**src/rtl/rgu_pkg.sv**
```systemverilog
package rgu_pkg;

    localparam int unsigned WORD_W    = 32;
    localparam int unsigned CTRL_BASE = 32'h100;
    localparam int unsigned STAT_BASE = 32'h150;

    typedef enum logic {
        LINE_PULSE = 1'b0,
        LINE_HOLD  = 1'b1
    } line_kind_e;

endpackage

```
**src/rtl/rgu_reg_decode.sv**
```systemverilog
module rgu_reg_decode
    import rgu_pkg::*;
#(
    parameter int unsigned NUM_OUT = 64,
    parameter int unsigned ADDR_W  = 12,
    localparam int unsigned NUM_WORDS = NUM_OUT / WORD_W
) (
    input  logic [ADDR_W-1:0]    addr_i,
    input  logic                 we_i,
    input  logic [NUM_OUT-1:0]   line_mask_i,
    output logic [NUM_WORDS-1:0] wr_en_o,
    output logic [WORD_W-1:0]    rdata_o
);

    always_comb begin
        wr_en_o = '0;
        rdata_o = '0;
        for (int w = 0; w < NUM_WORDS; w++) begin
            if (addr_i == ADDR_W'(CTRL_BASE + 4 * w)) begin
                wr_en_o[w] = we_i;
                rdata_o    = line_mask_i[w*WORD_W +: WORD_W];
            end
            if (addr_i == ADDR_W'(STAT_BASE + 4 * w)) begin
                rdata_o = ~line_mask_i[w*WORD_W +: WORD_W];
            end
        end
    end

endmodule

```
**src/rtl/rgu_line.sv**
```systemverilog
module rgu_line
    import rgu_pkg::*;
#(
    parameter line_kind_e  KIND      = LINE_PULSE,
    parameter int unsigned PULSE_LEN = 4,
    localparam int unsigned CNT_W    = $clog2(PULSE_LEN + 1)
) (
    input  logic clk,
    input  logic rst_n,
    input  logic wr_i,
    input  logic bit_i,
    input  logic force_clr_i,
    output logic active_o
);

    typedef struct packed {
        logic [CNT_W-1:0] cnt;
        logic             hold;
    } line_st_t;

    line_st_t st_d, st_q;

    always_comb begin
        st_d = st_q;
        if (KIND == LINE_HOLD) begin
            if (force_clr_i) begin
                st_d.hold = 1'b0;
            end else if (wr_i) begin
                st_d.hold = bit_i;
            end
        end else begin
            if (wr_i && bit_i) begin
                st_d.cnt = CNT_W'(PULSE_LEN);
            end else if (st_q.cnt != '0) begin
                st_d.cnt = st_q.cnt - 1'b1;
            end
        end
    end

    always_ff @(posedge clk or negedge rst_n) begin
        if (!rst_n) begin
            st_q <= '0;
        end else begin
            st_q <= st_d;
        end
    end

    assign active_o = (st_q.cnt != '0) | st_q.hold;

endmodule

```
**src/rtl/periph_reset_ctrl.sv**
```systemverilog
module periph_reset_ctrl
    import rgu_pkg::*;
#(
    parameter int unsigned NUM_OUT   = 64,
    parameter int unsigned ADDR_W    = 12,
    parameter int unsigned PULSE_LEN = 4,
    parameter int unsigned HOLD_A    = 12,
    parameter int unsigned HOLD_B    = 56,
    parameter int unsigned CORE_IDX  = 0
) (
    input  logic               clk,
    input  logic               rst_n,
    input  logic [ADDR_W-1:0]  bus_addr,
    input  logic               bus_we,
    input  logic [WORD_W-1:0]  bus_wdata,
    output logic [WORD_W-1:0]  bus_rdata,
    output logic [NUM_OUT-1:0] rst_out,
    output logic               sys_reset_req
);

    localparam int unsigned NUM_WORDS = NUM_OUT / WORD_W;

    logic [NUM_WORDS-1:0] wr_en;
    logic [NUM_OUT-1:0]   line_act;
    logic                 core_active;

    assign core_active   = line_act[CORE_IDX];
    assign rst_out       = line_act | {NUM_OUT{core_active}};
    assign sys_reset_req = core_active;

    rgu_reg_decode #(
        .NUM_OUT (NUM_OUT),
        .ADDR_W  (ADDR_W)
    ) u_decode (
        .addr_i      (bus_addr),
        .we_i        (bus_we),
        .line_mask_i (rst_out),
        .wr_en_o     (wr_en),
        .rdata_o     (bus_rdata)
    );

    for (genvar n = 0; n < NUM_OUT; n++) begin : g_line
        localparam line_kind_e K =
            (n == HOLD_A || n == HOLD_B) ? LINE_HOLD : LINE_PULSE;
        rgu_line #(
            .KIND      (K),
            .PULSE_LEN (PULSE_LEN)
        ) u_line (
            .clk         (clk),
            .rst_n       (rst_n),
            .wr_i        (wr_en[n / WORD_W]),
            .bit_i       (bus_wdata[n % WORD_W]),
            .force_clr_i (core_active),
            .active_o    (line_act[n])
        );
    end

endmodule

```
**config.mk**
```make
export PLATFORM = sky130hd
export DESIGN_NAME = periph_reset_ctrl
export DESIGN_NICKNAME = d
export VERILOG_FILES = /design/src/rtl/rgu_pkg.sv /design/src/rtl/rgu_reg_decode.sv /design/src/rtl/rgu_line.sv /design/src/rtl/periph_reset_ctrl.sv
export SDC_FILE = /design/constraint.sdc
export NUM_CORES = 1
export LEC_CHECK = 0
export BUFFER_PORTS_ARGS = -buffer_cell sky130_fd_sc_hd__buf_4
export CAP_MARGIN = 10
export CORE_AREA = 2 2 186 134
export CTS_BUF_LIST = sky130_fd_sc_hd__clkbuf_4
export CTS_CLUSTER_DIAMETER = 40
export CTS_CLUSTER_SIZE = 8
export DETAILED_ROUTE_END_ITERATION = 12
export DIE_AREA = 0 0 188 136
export PLACE_DENSITY = 0.68
export SETUP_SLACK_MARGIN = 0.02
export SLEW_MARGIN = 10
export SYNTH_ARGS = -nofsm -noshare
export SYNTH_HDL_FRONTEND = slang
export SYNTH_SLANG_ARGS = --single-unit
```
**constraint.sdc**
```tcl
create_clock -name clk -period 4.5 [get_ports clk]
set_input_delay 0 -clock clk [delete_from_list [all_inputs] [get_ports clk]]
set_output_delay 0 -clock clk [all_outputs]
set_load 0.02 [all_outputs]
```
==> impl_metrics.sql <==
INSERT INTO impl_metrics (metric_group, metric, value, unit) VALUES
('run_status', 'result_of_the_run', 'finished, final reports clean', ''),
('drt', 'route.antenna.remaining_nets', '0', ''),
('sta', 'final-max-slew-violation-count', '0', ''),
('clocking', 'cts_resized', '0', ''),
('synth', 'synth_top_cell_area_share', '0.401', ''),
('worst_setup_path', 'critical_path.max_stage_delay', '0.76', 'ns'),
('worst_setup_path', 'critPathMaxFanout', '19', ''),
('synth', 'netlist_instances', '1343', ''),
('sta', 'final_critical_path_required_period', '3.07', 'ns'),
('placement', 'dpl-instance-area', '13000', 'um2'),
('worst_setup_path', 'critPathBufInv', '5', ''),
('synth', 'synth.avg_cell_area', '8.72', 'um2'),
('worst_setup_path', 'r2r_cells', '7', ''),
('worst_setup_path', 'timing.critical_path.arrival', '3.54', 'ns'),
('drt', 'drt_first_pass_iters', '5', ''),
('floorplanning', 'floorplan.die_area', '25600', 'um2'),
('clocking', 'cts_sinks', '188', ''),
('floorplanning', 'fp_rows', '48', ''),
('worst_setup_path', 'crit_family', 'buffers and inverters', ''),
('synth', 'ys_warnings', '0', ''),
('drt', 'post_drt_wl_per_cell', '15.3', 'um'),
('clocking', 'clk_transition_reported_paths', '0.16', 'ns'),
('drt', 'detailedRoute.firstIterationViolations', '431', ''),
('floorplanning', 'area_of_the_core', '24000', 'um2'),
('clocking', 'htree_levels', '4', ''),
('grt', 'grt_pass1_vias', '9087', ''),
('grt', 'grt_antenna_before_repair', '0', ''),
('floorplanning', 'initial_core_util', '0.489', ''),
('sta', 'fin_setup_tns', '0', 'ns'),
('layout', 'finish.instance_area', '13700', 'um2'),
('drt', 'drc_errors', '0', ''),
('floorplanning', 'die_h', '136', 'um'),
('floorplanning', 'num_io_pins', '144', ''),
('sta', 'skew', '0.0200', 'ns'),
('synth', 'synthesized_nets', '1514', ''),
('layout', 'largest_reg_flops', '188', ''),
('worst_hold_path', 'timing.hold.worst.class', 'in -> async', ''),
('synth', 'post_synth_main_area_contributors', 'sky130_fd_sc_hd__dfrtp_1 40%, sky130_fd_sc_hd__ha_1 13%, sky130_fd_sc_hd__a21oi_1 11%', ''),
('layout', 'area_growth_syn_to_layout', '16.9', '%'),
('clocking', 'insertion_delay', '0.60', 'ns'),
('worst_setup_path', 'startpoint', 'bus_addr[10]', ''),
('clocking', 'tritoncts_clock_tree', 'yes', ''),
('grt', 'grt_first_pass_wirelength', '45600', 'um'),
('sta', 'worstMarginPinSlew', '1.14', 'ns'),
('sta', 'period_utilisation_layout', '0.682', ''),
('grt', 'largest_net_degree_at_the_start_of_global_routing', '97', ''),
('synth', 'cell_area_synth', '11700', 'um2'),
('synth', 'ys_ff_latch', '188', ''),
('layout', 'drive_above_1_share', '0.141', ''),
('worst_setup_path', 'critical_path.reg2reg.startpoint', 'g_line[0].u_line.st_q[1]$_DFFE_PN0P_', ''),
('synth', 'synth.yosys.seq_area_share', '0.401', ''),
('worst_setup_path', 'crit_path_cell_trace', 'dlygate4sd3_1, buf_4, nor2_1, dlygate4sd3_1, nand3_2, dlygate4sd3_1, nor3_4, buf_4, a21oi_1', ''),
('worst_setup_path', 'critical_path_required', '4.97', 'ns'),
('clocking', 'clk_path_buf_depth', '2', ''),
('layout', 'registers.top_by_ff_count', 'g_line.u_line.st_q', ''),
('synth', 'netlist.top_cell.by_area', 'sky130_fd_sc_hd__dfrtp_1', ''),
('worst_setup_path', 'worst_setup_path_start_kind', 'primary input', ''),
('layout', 'fill_cells', '2135', ''),
('worst_setup_path', 'worstSetupEndpointType', 'flop', ''),
('clocking', 'cts_hold_repair.buffers', '36', ''),
('sta', 'maxClockFrequency', '326', 'MHz'),
('sta', 'max-slew-margin-rel', '0.239', ''),
('power', 'static-leakage-power', '0.00650', 'uW'),
('placement', 'dp.final_hpwl', '19000', 'um'),
('placement', 'gp_congestion', '0.787', ''),
('power', 'power.density', '655', 'nW/um2'),
('worst_setup_path', 'worst-r2r-setup-slack', '2.76', 'ns'),
('layout', 'antenna-diode-count', '0', ''),
('clocking', 'number_of_buffers_inserted_to_repair_setup_after_cts', '0', ''),
('worst_setup_path', 'critPathSlowestCell', 'sky130_fd_sc_hd__nor3_4', ''),
('power', 'vdd_ir_drop_max', '0.000298', 'V');
==> cells in the mapped netlist (all sizes together) <==
cell	number
nor2	126
a21oi	267
nor3	9
buf	38
clkbuf	13
mux2i	61
a221o	6
and4	2
xnor2	62
nor4bb	1
inv	132
nand2	176
nand2b	2
nor3b	3
and2	1
nand3	3
and3b	3
nor2b	63
ha	124
o21ai	34
nor4b	2
or3b	27
dfrtp	188
==> worst register-to-register path, stage by stage (launching register included) <==
cell                      delay, ns
sky130_fd_sc_hd__dfrtp_1       0.39
sky130_fd_sc_hd__inv_1         0.11
sky130_fd_sc_hd__ha_1          0.19
sky130_fd_sc_hd__nor2b_4       0.15
sky130_fd_sc_hd__buf_4         0.51
sky130_fd_sc_hd__nor2_1        0.08
sky130_fd_sc_hd__a21oi_1       0.13
sky130_fd_sc_hd__a21oi_1       0.05
==> placed cells by master (no fill, tap or decap), types with 6 or more instances in the layout <==
cell type                       instances
sky130_fd_sc_hd__a21oi_1              267
sky130_fd_sc_hd__a221o_1                6
sky130_fd_sc_hd__buf_4                152
sky130_fd_sc_hd__clkbuf_4              17
sky130_fd_sc_hd__dfrtp_1              188
sky130_fd_sc_hd__dlygate4sd3_1         36
sky130_fd_sc_hd__ha_1                 124
sky130_fd_sc_hd__inv_1                132
sky130_fd_sc_hd__mux2i_1               61
sky130_fd_sc_hd__nand2_1              176
sky130_fd_sc_hd__nor2_1               125
sky130_fd_sc_hd__nor2b_1               62
sky130_fd_sc_hd__nor3_1                 7
sky130_fd_sc_hd__o21ai_0               34
sky130_fd_sc_hd__or3b_1                 6
sky130_fd_sc_hd__or3b_2                21
sky130_fd_sc_hd__xnor2_1               62
==> how the worst max path moves through the flow <==
stage                                                  to  depth (start not counted)
floorplan                                   bus_rdata[22]                          8
global placement    g_line[44].u_line.st_q[3]$_DFFE_PN0P_                          5
detailed placement  g_line[47].u_line.st_q[3]$_DFFE_PN0P_                          5
CTS                                          bus_rdata[7]                          8
global route                                 bus_rdata[7]                          8
finish              g_line[21].u_line.st_q[2]$_DFFE_PN0P_                          9
==> through the flow <==
step	worst slack, ns	instances	utilization	total power (uW)	hold WS, ns
after floorplan	2.59	1343	-	6960	-0.296
after global placement	2.13	1771	0.544	7730	0.147
after detailed placement	2.04	1771	0.544	8020	0.155
after CTS	1.44	1839	0.572	9050	0.0232
after global routing	1.23	1839	0.572	9930	0.00740
final	1.43	1839	0.572	8970	0.0323
==> kinds of logic after synthesis <==
family | after synthesis | synth area share
fa+ha+maj | 124 | 0.132
xor+xnor | 62 | 0.0463
flops | 188 | 0.401
mux | 61 | 0.0521
buf+inv | 183 | 0.0654
simple gates | 418 | 0.169
compound gates | 307 | 0.134
==> cell type report <==
cell class	count	area [um2]	share of cell area
multi-input cells	972	6260	0.457
flip-flops and latches	188	4700	0.343
repair buffers	190	1540	0.112
inverters	132	495	0.0362
well taps	325	407	0.0297
clock inverters	15	165	0.0121
clock buffers	17	128	0.00932
==> power breakdown <==
group	switching [uW]	internal, uW	total [uW]
Combinational	2790	2160	4950
Clock	648	339	988
Sequential	429	2610	3040
==> routing by layer <==
layer / global-route usage / vias up / share of wire
met3: 0.0348 / 27 / 0.037
met4: 0.0547 / 0 / 0.011
met1: 0.313 / 4550 / 0.50
met5: 0 / - / 0
li1: - / 4708 / -
met2: 0.362 / 179 / 0.46
Power figures use the tool's default switching activity.
